===== config.mk =====
export PLATFORM = sky130hd
export DESIGN_NAME = pwm_cmp_timer
export DESIGN_NICKNAME = d
export VERILOG_FILES = /design/src/rtl/pwm_tmr_pkg.sv /design/src/rtl/pwm_tmr_regs.sv /design/src/rtl/pwm_tmr_count.sv /design/src/rtl/pwm_tmr_wave.sv /design/src/rtl/pwm_cmp_timer.sv
export SDC_FILE = /design/constraint.sdc
export NUM_CORES = 1
export LEC_CHECK = 0
export BUFFER_PORTS_ARGS = -buffer_cell sky130_fd_sc_hd__buf_4
export CAP_MARGIN = 20
export CORE_ASPECT_RATIO = 1.25
export CORE_MARGIN = 10
export CORE_UTILIZATION = 45
export CTS_BUF_LIST = sky130_fd_sc_hd__clkbuf_4 sky130_fd_sc_hd__clkbuf_8 sky130_fd_sc_hd__clkbuf_16
export DETAILED_ROUTE_END_ITERATION = 8
export PLACE_DENSITY_LB_ADDON = 0.12
export SETUP_SLACK_MARGIN = 0.15
export SLEW_MARGIN = 20
export SYNTH_ARGS = -nofsm -noshare
export SYNTH_HDL_FRONTEND = slang
export SYNTH_SLANG_ARGS = --single-unit

===== constraint.sdc =====
create_clock -name clk -period 2.93 [get_ports clk]
set_clock_uncertainty 0.15 [all_clocks]
set_input_delay 0.586 -clock clk [delete_from_list [all_inputs] [get_ports clk]]
set_output_delay 0.586 -clock clk [all_outputs]
set_load 0.01 [all_outputs]

===== src/rtl/pwm_tmr_pkg.sv =====
package pwm_tmr_pkg;

  // Counter clear source selection (control bits [2:1])
  typedef enum logic [1:0] {
    CLR_NONE = 2'b00,
    CLR_ON_A = 2'b01,
    CLR_ON_B = 2'b10,
    CLR_RSVD = 2'b11
  } clr_sel_e;

  // Register map of the write port
  typedef enum logic [2:0] {
    REG_COUNT  = 3'd0,
    REG_CMPA   = 3'd1,
    REG_CMPB   = 3'd2,
    REG_SHADOW = 3'd3,
    REG_CTRL   = 3'd4
  } reg_addr_e;

  // Control register layout: {clr_sel, xfer_on_clear}
  typedef struct packed {
    clr_sel_e clr_sel;
    logic     xfer_on_clear;
  } ctrl_t;

  localparam int CTRL_W = $bits(ctrl_t);

endpackage


===== src/rtl/pwm_tmr_regs.sv =====
module pwm_tmr_regs
  import pwm_tmr_pkg::*;
#(
  parameter int CNT_W  = 16,
  parameter int ADDR_W = 3
) (
  input  logic              clk,
  input  logic              rst_n,
  input  logic              wr_en,
  input  logic [ADDR_W-1:0] wr_addr,
  input  logic [CNT_W-1:0]  wr_data,
  input  logic              run,
  input  logic              xfer,
  output logic [CNT_W-1:0]  cmp_a,
  output logic [CNT_W-1:0]  cmp_b,
  output ctrl_t             ctrl
);

  logic sel_a, sel_b, sel_c, sel_ctl;
  logic [CNT_W-1:0] shadow_q, cmp_a_q, cmp_b_q, xfer_val;
  ctrl_t ctrl_q, ctrl_wr;

  assign sel_a   = wr_en && (wr_addr == ADDR_W'(REG_CMPA));
  assign sel_b   = wr_en && (wr_addr == ADDR_W'(REG_CMPB));
  assign sel_c   = wr_en && (wr_addr == ADDR_W'(REG_SHADOW));
  assign sel_ctl = wr_en && (wr_addr == ADDR_W'(REG_CTRL));

  // A shadow write on the transfer edge is forwarded straight through
  assign xfer_val = sel_c ? wr_data : shadow_q;
  assign ctrl_wr  = ctrl_t'(wr_data[CTRL_W-1:0]);

  always_ff @(posedge clk or negedge rst_n) begin
    if (!rst_n) begin
      shadow_q <= '0;
      cmp_a_q  <= '0;
      cmp_b_q  <= '0;
      ctrl_q   <= '{clr_sel: CLR_NONE, xfer_on_clear: 1'b0};
    end else begin
      if (sel_c) shadow_q <= wr_data;
      if (sel_b) cmp_b_q  <= wr_data;
      if (xfer)       cmp_a_q <= xfer_val;
      else if (sel_a) cmp_a_q <= wr_data;
      if (sel_ctl) begin
        ctrl_q.clr_sel <= ctrl_wr.clr_sel;
        if (!run) ctrl_q.xfer_on_clear <= ctrl_wr.xfer_on_clear;
      end
    end
  end

  assign cmp_a = cmp_a_q;
  assign cmp_b = cmp_b_q;
  assign ctrl  = ctrl_q;

  // active compare A moves only on a transfer or a direct write
  assert_a_only_on_xfer_R5: assert property (@(posedge clk) disable iff (!rst_n)
    (!xfer && !sel_a) |=> $stable(cmp_a_q))
    else $error("R5: compare A changed without transfer");

  // transfer mode frozen while running
  assert_mode_locked_R10: assert property (@(posedge clk) disable iff (!rst_n)
    run |=> $stable(ctrl_q.xfer_on_clear))
    else $error("R10: mode bit changed while running");

  // same-edge shadow write is what lands in compare A
  assert_xfer_bypass_R11: assert property (@(posedge clk) disable iff (!rst_n)
    (xfer && sel_c) |=> (cmp_a_q == $past(wr_data)))
    else $error("R11: bypassed shadow value not transferred");

endmodule


===== src/rtl/pwm_tmr_count.sv =====
module pwm_tmr_count
  import pwm_tmr_pkg::*;
#(
  parameter int CNT_W = 16
) (
  input  logic             clk,
  input  logic             rst_n,
  input  logic             run,
  input  logic             cnt_wr,
  input  logic [CNT_W-1:0] wr_data,
  input  logic [CNT_W-1:0] cmp_a,
  input  logic [CNT_W-1:0] cmp_b,
  input  ctrl_t            ctrl,
  output logic             match_a,
  output logic             match_b,
  output logic             xfer
);

  localparam logic [CNT_W-1:0] CNT_ONE = CNT_W'(1);
  localparam logic [CNT_W-1:0] CNT_TOP = '1;

  logic [CNT_W-1:0] cnt_q, cnt_d;
  logic clr_hit, clr_evt, wrap_evt, zero_wr_evt;

  assign match_a = run && (cnt_q == cmp_a);
  assign match_b = run && (cnt_q == cmp_b);

  always_comb begin
    unique case (ctrl.clr_sel)
      CLR_ON_A: clr_hit = match_a;
      CLR_ON_B: clr_hit = match_b;
      default:  clr_hit = 1'b0;
    endcase
  end

  // Events that return the counter to zero
  assign clr_evt     = clr_hit && !cnt_wr;
  assign wrap_evt    = run && !cnt_wr && !clr_hit && (cnt_q == CNT_TOP);
  assign zero_wr_evt = run && cnt_wr && (wr_data == '0);

  assign xfer = ctrl.xfer_on_clear ? (clr_evt || wrap_evt || zero_wr_evt) : match_a;

  always_comb begin
    if (cnt_wr)       cnt_d = wr_data;
    else if (!run)    cnt_d = cnt_q;
    else if (clr_hit) cnt_d = '0;
    else              cnt_d = cnt_q + CNT_ONE;
  end

  always_ff @(posedge clk or negedge rst_n) begin
    if (!rst_n) cnt_q <= '0;
    else        cnt_q <= cnt_d;
  end

  // stopped counter holds
  assert_hold_stopped_R2: assert property (@(posedge clk) disable iff (!rst_n)
    (!run && !cnt_wr) |=> $stable(cnt_q))
    else $error("R2: counter moved while stopped");

  // no matches while stopped
  assert_no_match_stopped_R2: assert property (@(posedge clk) disable iff (!rst_n)
    !run |-> (!match_a && !match_b && !xfer))
    else $error("R2: match or transfer while stopped");

  // selected compare match returns counter to zero
  assert_clear_on_match_R4: assert property (@(posedge clk) disable iff (!rst_n)
    clr_evt |=> (cnt_q == '0))
    else $error("R4: counter not cleared");

  // a counter write loads the value
  assert_load_R13: assert property (@(posedge clk) disable iff (!rst_n)
    cnt_wr |=> (cnt_q == $past(wr_data)))
    else $error("R13: counter load lost");

endmodule


===== src/rtl/pwm_tmr_wave.sv =====
module pwm_tmr_wave (
  input  logic clk,
  input  logic rst_n,
  input  logic match_a,
  input  logic match_b,
  output logic pwm,
  output logic flag
);

  logic pwm_q, flag_q;

  always_ff @(posedge clk or negedge rst_n) begin
    if (!rst_n) begin
      pwm_q  <= 1'b0;
      flag_q <= 1'b0;
    end else begin
      flag_q <= match_a || match_b;
      if (match_b)      pwm_q <= 1'b0;
      else if (match_a) pwm_q <= 1'b1;
    end
  end

  assign pwm  = pwm_q;
  assign flag = flag_q;

  assert_set_on_a_R3: assert property (@(posedge clk) disable iff (!rst_n)
    (match_a && !match_b) |=> pwm_q)
    else $error("R3: output not set on compare A");

  assert_clr_on_b_R3: assert property (@(posedge clk) disable iff (!rst_n)
    match_b |=> !pwm_q)
    else $error("R3: output not cleared on compare B");

  assert_flag_pulse_R12: assert property (@(posedge clk) disable iff (!rst_n)
    (!match_a && !match_b) |=> !flag_q)
    else $error("R12: flag without match");

endmodule


===== src/rtl/pwm_cmp_timer.sv =====
module pwm_cmp_timer
  import pwm_tmr_pkg::*;
#(
  parameter int CNT_W  = 16,
  parameter int ADDR_W = 3
) (
  input  logic              clk,
  input  logic              rst_n,
  input  logic              wr_en,
  input  logic [ADDR_W-1:0] wr_addr,
  input  logic [CNT_W-1:0]  wr_data,
  input  logic              run,
  output logic              pwm_out,
  output logic              match_flag
);

  logic [CNT_W-1:0] cmp_a, cmp_b;
  ctrl_t ctrl;
  logic match_a, match_b, xfer, cnt_wr;

  assign cnt_wr = wr_en && (wr_addr == ADDR_W'(REG_COUNT));

  pwm_tmr_regs #(.CNT_W(CNT_W), .ADDR_W(ADDR_W)) u_regs (
    .clk(clk), .rst_n(rst_n), .wr_en(wr_en), .wr_addr(wr_addr),
    .wr_data(wr_data), .run(run), .xfer(xfer),
    .cmp_a(cmp_a), .cmp_b(cmp_b), .ctrl(ctrl)
  );

  pwm_tmr_count #(.CNT_W(CNT_W)) u_count (
    .clk(clk), .rst_n(rst_n), .run(run), .cnt_wr(cnt_wr),
    .wr_data(wr_data), .cmp_a(cmp_a), .cmp_b(cmp_b), .ctrl(ctrl),
    .match_a(match_a), .match_b(match_b), .xfer(xfer)
  );

  pwm_tmr_wave u_wave (
    .clk(clk), .rst_n(rst_n), .match_a(match_a), .match_b(match_b),
    .pwm(pwm_out), .flag(match_flag)
  );

  // in compare-match mode every compare-A match transfers
  assert_xfer_on_match_R6: assert property (@(posedge clk) disable iff (!rst_n)
    (!ctrl.xfer_on_clear && match_a) |-> xfer)
    else $error("R6: missing transfer on compare A");

endmodule


==> results.md, run 1 <==
* Crit-path max cell delay at 390 ps
* Final GP Congestion at 0.880
* # DRC at 0
* Final Hold Viols at 0
* Largest family of logic cells by synthesized area: multiplexers
* Clock Power Share at 25.5%
* Crit path kind: flip-flop to flip-flop
* Run status: finished, final reports clean
* TNS Setup at 0 ps
* Static leakage at 1.92 nW
* P_sw at 1.18 mW
* Post-synthesis simple-gate area fraction at 16.6%
* Synth Area in XOR/XNOR at 9.00%
* Most frequent cells in the layout: 64 x dfrtp_1, 55 x mux2_2, 41 x buf_4
* CTS tree: built
* Clock Sink Count at 69
* Worst r2r src: u_count.cnt_q[4]
* Final net count at 406
* Total GRT Usage at 15.0%
* Ys async rst share at 100%
* Detail Placement HPWL at 6790 um
* Overflow after GRT at 0
* CP Cell Sequence: xnor2_1, nand4_1, or3_1, o32a_1, nor3_4, a2bb2oi_4, buf_6, mux2_2
* Layout area overhead at 16.6%
* First-pass GRT wire length at 15400 um
* PortBufs at 24
* # IOs at 25
* Vias in the first global route at 2869
* Worst slew pin tran at 864 ps
* Max-slew violations at 0
* Final setup viols at 0
* Cells after Synth at 350
* FMAX at 376 MHz
* Share of power burned in registers at 39.6%
* Core ar. at 8610 sq um
* Cell Pwr Density at 823 nW/um^2
* WL final at 9340 um
* Synth Area in Adders at 0.955%
* Final period util at 90.7%
* Worst setup SP type: flip-flop
* Slowest CP cell: dfrtp_1
* Sw Ratio at 31.2%
* Most common cell after layout, fill and taps aside: dfrtp_1
* Number of synthesized flops with an enable pin at 0
* Pre-Repair DR Iteration Count at 4
* Int Pwr at 2.60 mW
* DR vias at 2708
* Post-synthesis compound-gate area fraction at 5.89%
* CTS root buffer: clkbuf_8
* Worst-Skew Late Latency at 350 ps
* Initial antenna violation count at 0
* CP Capture Type: flip-flop
* Distinct cells, synth at 45
* RSZ-0062 raised after global routing: no
* Worst path required time at 3020 ps
* Reg area at 1730 sq um
* Worst-path fanout max at 7
* Die Y-Extent at 125 um
* CTS clock-pin slew for the worst setup and hold paths at 70 ps
* Vias per cell at 5.36
* Syn Area/Cell at 11.2 sq um
* Synth warn at 0
* Critical path launch point: u_count.cnt_q[4]
* Combinational share of power at 34.9%
* Util after Layout at 53.3%
* Largest buffer count on any clock path at 2
* Largest net degree at the start of global routing at 70
* Tmin final at 2660 ps
* Antenna Nets Post-Route at 0
* Multi-input gate area at 2100 sq um
* Worst R2R Setup Slack at 270 ps
* Min-Delay Path Class: input port to async pin
* CTS buffer count at 9
* Post-Syn Nets at 376
* Synth Register Bits at 69
* Fill count at 791
* Starting Density at 45.7%
* H-tree levels at 3
* FP Rows at 38
* Post-synth top flop: dfrtp_1
* Relative slew slack at 42.4%
* FF-to-FF End: u_regs.cmp_a[3]
* Max VDD drop at 0.407 mV
* Seq/Total Area, Yosys at 43.9%
* Initial DRC Count at 128
* # diodes at 0
* Mux cell area share after synthesis at 19.6%
* Die area at 12900 sq um
* Cell Area, Synth at 3930 sq um
* Post-DR wirelength/cell at 18.5 um
* Final hold slack at 205 ps
* R2R depth at 8
* Max-Cap Viols at 0
* Fraction of layout cells with a size suffix above 1 at 37.7%
* Data arrival, critical path at 2750 ps
* Chip Width at 104 um
how the worst max path moves through the flow:
stage | to | slack [ps] | cells after the start
global route | u_regs.cmp_a[0] | 150 | 8
finish | u_regs.cmp_a[3] | 270 | 8
detailed placement | u_regs.cmp_a[0] | 160 | 8
global placement | u_regs.cmp_a[4] | 200 | 8
CTS | u_regs.cmp_a[0] | 160 | 8
floorplan | u_regs.cmp_a[10] | 200 | 9
per-stage QoR:
step	worst slack [ps]	cell area [sq um]	instances	power (mW)
2_1_floorplan	203	3930	350	2.41
3_3_place_gp	199	4250	485	2.70
3_5_place_dp	160	4250	485	2.72
4_1_cts	157	4500	501	3.70
5_1_grt	146	4590	505	4.02
6_report	272	4590	505	3.78
cell type report:
type / count / share of cell area, %
clock buffer: 12 / 3.33
sequential: 69 / 37.8
tap: 120 / 3.27
multi-input combinational: 252 / 45.7
timing repair buffer: 43 / 7.39
clock inverter: 4 / 2.07
inverter: 5 / 0.409
cell families (layout without fill, tap and decap cells):
logic type | count (synthesis) | in the layout
compound gates | 35 | 35
mux | 65 | 65
fa+ha+maj | 3 | 3
flops | 69 | 69
simple gates | 112 | 112
xor+xnor | 37 | 37
buf+inv | 29 | 64
cells in the mapped netlist, types with 4 or more instances:
master | instances | share of area (%)
xnor2_1 | 16 | 3.6
inv_1 | 5 | 0.48
nand3_1 | 10 | 1.3
nor4_1 | 9 | 1.4
xor2_1 | 17 | 3.8
nor3_1 | 4 | 0.51
and3_1 | 9 | 1.4
o21ai_0 | 9 | 1.1
nand2_1 | 15 | 1.4
xnor2_2 | 4 | 1.7
mux2_2 | 55 | 16
mux2_4 | 10 | 3.8
nand4b_1 | 4 | 0.89
buf_6 | 4 | 1.1
nor3b_1 | 7 | 1.3
clkbuf_1 | 15 | 1.4
a21oi_1 | 13 | 1.7
nor2_1 | 20 | 1.9
dfrtp_1 | 69 | 44
nand4_1 | 13 | 2.1
nor4b_1 | 5 | 1.1
sequential cells by signal, summed over array words and instances, names as in the netlist:
name,flops
u_regs.cmp_a,16
u_regs.ctrl,3
u_count.cnt_q,16
u_regs.cmp_b,16
u_wave.pwm,1
u_wave.flag,1
u_regs.shadow_q,16
what timing repair did:
action,4_1_cts,5_1_grt
gates resized for setup,0,14
buffers inserted,0,4
endpoints found under the setup margin,0,16
hold buffers,0,0
power by group through the flow:
| stage | registers, mW | clock network (mW) | logic [mW] |
|---|---|---|---|
| 2_1_floorplan | 1.39 | 0 | 1.02 |
| 3_3_place_gp | 1.49 | 0 | 1.21 |
| 3_5_place_dp | 1.49 | 0 | 1.23 |
| 4_1_cts | 1.48 | 0.989 | 1.23 |
| 5_1_grt | 1.53 | 1.03 | 1.45 |
| 6_report | 1.50 | 0.961 | 1.32 |
critical path: cells and delay by family (launching register included):
family	cells	cell delay, ps
flip-flops	1	390
XOR/XNOR	1	250
AND/OR/NAND/NOR	3	700
multiplexers	1	330
buffers and inverters	1	160
AO/OA/AOI/OAI	2	560
metal layers:
layer	part of all wire, %	global-route usage (%)	up-vias	routed length, um
met5	0	0	-	0
met4	1.7	6.49	0	158
met3	3.1	3.00	13	289
met2	48	24.0	40	4480
met1	47	19.0	1331	4410
li1	-	-	1324	-
Power figures use the tool's default switching activity.
==> run 2, diff against run 1 <==
- BUFFER_PORTS_ARGS: -buffer_cell sky130_fd_sc_hd__buf_4 -> -buffer_cell sky130_fd_sc_hd__buf_2
==> results.md, run 2 (same netlist as run 1, synthesis figures left out) <==
* Most frequent cells in the layout: 66 x dfrtp_1, 55 x mux2_2, 24 x buf_2
* Share of power burned in registers at 41.0% (+1.4 points)
* Largest buffer count on any clock path at 2 (unchanged)
* Antenna Nets Post-Route at 0 (unchanged)
* First-pass GRT wire length at 15400 um (-0.45%)
* # IOs at 25 (unchanged)
* GR peak layer: met2
* Final net count at 406 (unchanged)
* RSZ-0062 raised after global routing: no
* Critical path launch point: u_count.cnt_q[8]
* Final period util at 91.7% (+0.98 points)
* CTS tree: built
* Largest net degree at the start of global routing at 31 (-56%)
* Core ar. at 8610 sq um (unchanged)
* Final GP Congestion at 0.870 (-1.1%)
* Met2 Track Usage GR at 23.7% (-0.26 points)
* CTS clock-pin slew for the worst setup and hold paths at 70 ps (about the same)
* Most common cell after layout, fill and taps aside: dfrtp_1
* Worst setup SP type: flip-flop
* Die area at 12900 sq um (unchanged)
* Run status: finished, final reports clean
* Layout area overhead at 14.4%
* PortBufs at 24 (unchanged)
* Starting Density at 45.7% (unchanged)
* Placement Cell Area at 4210 sq um (-0.88%)
* P_sw at 1.18 mW (+0.27%)
* Worst-Skew Late Latency at 360 ps (about the same)
* # DRC at 0 (unchanged)
* FP Rows at 38 (unchanged)
* Int Pwr at 2.48 mW (-4.6%)
* Tmin final at 2690 ps (+28.7 ps)
* Clock Sink Count at 69 (unchanged)
* CTS root buffer: clkbuf_8
* Max VDD drop at 0.394 mV (-3.1%)
* TNS Setup at 0 ps (unchanged)
* CP Capture Type: flip-flop
* Static leakage at 1.89 nW (-1.6%)
* Combinational share of power at 34.6% (-0.3 points)
* Relative slew slack at 64.8% (+22 points)
* R2R depth at 8 (unchanged)
* Design Area, Final at 4500 sq um (-1.9%)
* Fraction of layout cells with a size suffix above 1 at 36.9% (-0.78 points)
* Met3 usage at 3.73% (+0.72 points)
* Worst path required time at 3030 ps (about the same)
* Post-DR wirelength/cell at 18.7 um (+0.97%)
* WL final at 9430 um (+0.97%)
* Chip Width at 104 um (unchanged)
* Clock Power Share at 24.4% (-1.1 points)
* Total power at 3.66 mW (-3.1%)
* Final cell count without fillers at 505 (unchanged)
* Data arrival, critical path at 2780 ps (+30 ps)
* Final setup viols at 0 (unchanged)
* Overflow after GRT at 0 (unchanged)
* Sw Ratio at 32.3% (+1.1 points)
* H-tree levels at 3 (unchanged)
* Max-Cap Viols at 0 (unchanged)
* DR vias at 2752 (+1.6%)
* Met1 Usage GRT at 19.1% (+0.061 points)
* Crit-path max cell delay at 460 ps (+70 ps)
* Detail Placement HPWL at 7040 um (+3.6%)
* Worst R2R Setup Slack at 240 ps (-30 ps)
* Crit path kind: flip-flop to flip-flop
* Crit path max-delay family: simple AND/OR/NAND/NOR gates
* Final Hold Viols at 0 (unchanged)
* Worst r2r src: u_count.cnt_q[8]
* Pre-Repair DR Iteration Count at 4 (unchanged)
* Cell Pwr Density at 813 nW/um^2 (-1.2%)
* # diodes at 0 (unchanged)
* Worst-path fanout max at 7 (unchanged)
* Total GRT Usage at 15.1% (+0.18 points)
* Max-slew violations at 0 (unchanged)
* FMAX at 372 MHz (-1.1%)
* CTS buffer count at 9 (unchanged)
* Vias per cell at 5.45 (+1.6%)
* Vias in the first global route at 2795 (-2.6%)
* CP Cell Sequence: xnor2_2, nand3_1, or3_1, o32a_1, nor3_4, a2bb2oi_4, buf_6, mux2_2
* Placed cells at 488 (+0.62%)
* Slowest CP cell: dfrtp_2
* Buf+Inv Stages, Crit Path at 1 (unchanged)
* Critical path depth at 8 (unchanged)
* Worst slew pin tran at 528 ps (-336 ps)
* Min-Delay Path Class: input port to async pin
* Initial antenna violation count at 0 (unchanged)
* Die Y-Extent at 125 um (unchanged)
* Initial DRC Count at 153 (+20%)
==> run 2: worst register-to-register path, cell delays in order (launching register included) <==
cell and delay (ps):
dfrtp_2 460, xnor2_2 210, nand3_1 90, or3_1 370, o32a_1 360, nor3_4 250
a2bb2oi_4 200, buf_6 160, mux2_2 330
==> run 2: path summary, 6_finish.rpt <==
check,to
max,u_regs.cmp_a[2]
max in group asynchronous,u_count.cnt_q[8]
max reg2reg,u_regs.cmp_a[2]
min in group clk,u_regs.shadow_q[9]
min,u_regs.cmp_a[3]
min reg2reg,u_regs.shadow_q[9]
==> run 2: timing repair <==
action,4_1_cts,5_1_grt
buffers inserted,0,1
endpoints found under the hold margin,0,0
pin swaps,0,6
setup endpoints to repair,6,16
hold buffers,0,0
resized for setup,1,10
==> run 2: stage by stage <==
step	util [%]	setup slack, ps	hold slack, ps
5_1_grt	52.3	152	76.5
6_report	52.3	244	50.7
3_5_place_dp	48.9	154	332
3_3_place_gp	48.9	187	327
4_1_cts	51.7	151	47.6
2_1_floorplan	-	203	140
==> run 2: cell type report <==
class	count	area, sq um
fill	794	4110
multi-input combinational	252	2090
sequential	69	1730
timing repair buffer	43	279
clock buffer	12	159
tap	120	150
clock inverter	4	70.1
inverter	5	18.8
==> run 2: metal layers <==
layer | vias up | routed length, um
met4 | 0 | 210
met5 | - | 0
met2 | 53 | 4560
met3 | 14 | 384
li1 | 1319 | -
met1 | 1366 | 4270
==> run 2: power by group through the flow <==
stage | Clock (mW) | Sequential, mW | Combinational, mW
after CTS | 0.922 | 1.49 | 1.24
after global placement | 0 | 1.49 | 1.21
after detailed placement | 0 | 1.50 | 1.23
after floorplan | 0 | 1.39 | 1.02
final | 0.893 | 1.50 | 1.27
after global routing | 0.964 | 1.53 | 1.39
==> run 3, diff against run 2 <==
- CELL_PAD_IN_SITES_DETAIL_PLACEMENT: not set -> 1
- CELL_PAD_IN_SITES_GLOBAL_PLACEMENT: not set -> 2
- CORE_UTILIZATION: 45 -> 37
- CTS_CLUSTER_DIAMETER: not set -> 80
==> results.md, run 3 (same netlist as run 1, synthesis figures left out) <==
* Run status: finished, final reports clean
* TNS Setup at 0 ps (unchanged)
* Min-Delay Path Class: input port to async pin
* Layout area overhead at 17.9%
* FMAX at 368 MHz (-1.1%)
* Final period util at 92.7% (+1.0 points)
* Worst setup SP type: flip-flop
* RSZ-0062 raised after global routing: yes
* Crit-path max cell delay at 420 ps (-40 ps)
* # diodes at 0 (unchanged)
* Chip Width at 112 um (+8.3%)
* Data arrival, critical path at 2790 ps (about the same)
* Post-DR wirelength/cell at 22.0 um (+18%)
* Cell Pwr Density at 835 nW/um^2 (+2.7%)
* Clock Sink Count at 69 (unchanged)
* Most common cell after layout, fill and taps aside: dfrtp_1
* # DRC at 0 (unchanged)
* Die area at 15200 sq um (+18%)
* First-pass GRT wire length at 18500 um (+21%)
* Vias in the first global route at 3228 (+15%)
* Largest buffer count on any clock path at 2 (unchanged)
* Total power at 3.87 mW (+5.9%)
* Detail Placement HPWL at 8640 um (+23%)
* Most frequent cells in the layout: 69 x dfrtp_1, 55 x mux2_2, 27 x buf_4
* Util after Layout at 44.1% (-8.1 points)
* Initial antenna violation count at 0 (unchanged)
* Vias per cell at 5.50 (+0.87%)
* Final Hold Viols at 0 (unchanged)
* Final hold slack at 92.8 ps (+42.1 ps)
* H-tree levels at 3 (unchanged)
* CTS clock-pin slew for the worst setup and hold paths at 60 ps (about the same)
* Pre-Repair DR Iteration Count at 4 (unchanged)
* Setup ws final at 214 ps (-29.5 ps)
* Tmin final at 2720 ps (+29.5 ps)
* Fraction of layout cells with a size suffix above 1 at 37.7% (+0.84 points)
* Final cell count without fillers at 527 (+4.4%)
* Slowest CP cell: dfrtp_1
* Relative slew slack at 60.8% (-4.0 points)
* Overflow after GRT at 0 (unchanged)
* Buf+Inv Stages, Crit Path at 1 (unchanged)
* Max-Cap Viols at 0 (unchanged)
* Total GRT Usage at 15.7% (+0.58 points)
* CTS root buffer: clkbuf_16
* PortBufs at 24 (unchanged)
* Final net count at 416 (+2.5%)
* Largest net degree at the start of global routing at 46 (+48%)
* WL final at 11600 um (+23%)
* CTS tree: built
* Placement Cell Area at 4310 sq um (+2.4%)
* CTS Hold Bufs at 0 (unchanged)
* Max VDD drop at 0.309 mV (-22%)
* Antenna Nets Post-Route at 0 (unchanged)
* Worst-path fanout max at 13 (+6)
* DR vias at 2897 (+5.3%)
* Design Area, Final at 4640 sq um (+3.1%)
* Crit path kind: flip-flop to flip-flop
* # IOs at 25 (unchanged)
* Die Y-Extent at 135 um (+8.6%)
* Final setup viols at 0 (unchanged)
* Initial DRC Count at 108 (-29%)
* Worst path required time at 3010 ps (-20 ps)
* Starting Density at 37.4% (-8.3 points)
* Placed cells at 510 (+4.5%)
* Max-slew violations at 0 (unchanged)
* FP Rows at 42 (+11%)
* Core ar. at 10500 sq um (+22%)
* Worst-Skew Late Latency at 340 ps (-20 ps)
* Pre-CTS setup slack at 183 ps (+29.1 ps)
* Final GP Congestion at 0.835 (-4.0%)
* CP Cell Sequence: xnor2_2, nand3_1, or3_1, o32a_1, nor3_4, a2bb2oi_4, buf_12, mux2_2
* CP Capture Type: flip-flop
* CTS buffer count at 9 (unchanged)
* Crit path max-delay family: simple AND/OR/NAND/NOR gates
* Worst slew pin tran at 583 ps (+54.9 ps)
* Static leakage at 1.96 nW (+3.9%)
run 3: worst paths after layout:
| kind | start | to | slack, ps | cells after the start |
|---|---|---|---|---|
| max | u_regs.cmp_a[10] | u_regs.cmp_a[4] | 210 | 8 |
| min | rst_n | u_regs.cmp_b[3] | 90 | 1 |
| min in group clk | u_regs.shadow_q[5] | u_regs.shadow_q[5] | 340 | 1 |
| min reg2reg | u_regs.shadow_q[5] | u_regs.shadow_q[5] | 340 | 1 |
| max reg2reg | u_regs.cmp_a[10] | u_regs.cmp_a[4] | 210 | 8 |
| max in group asynchronous | rst_n | u_count.cnt_q[11] | 1870 | 2 |
run 3: timing repair:
action	in CTS	in global routing
gates resized for setup	0	6
endpoints found under the setup margin	0	16
buffers inserted	0	1
run 3: report_power, final:
group | internal (mW) | leakage, nW | switching [mW]
combinational | 0.753 | 1.01 | 0.633
sequential | 1.23 | 0.811 | 0.248
clock | 0.580 | 0.136 | 0.431
run 3: final cells by class:
| class | instances | area, sq um |
|---|---|---|
| inverters | 5 | 18.8 |
| flip-flops and latches | 69 | 1730 |
| clock inverters | 6 | 40.0 |
| repair buffers | 53 | 363 |
| clock buffers | 10 | 233 |
| fillers | 1156 | 5870 |
| multi-input cells | 252 | 2090 |
| well taps | 132 | 165 |
run 3: routing by layer:
layer | wire length [um] | share of wire [%] | up-vias | global-route usage (%)
met5 | 0 | 0 | - | 0
met4 | 267 | 2.3 | 0 | 6.64
met3 | 365 | 3.1 | 20 | 3.55
met2 | 5720 | 49 | 45 | 26.1
met1 | 5240 | 45 | 1492 | 19.1
li1 | - | - | 1340 | -
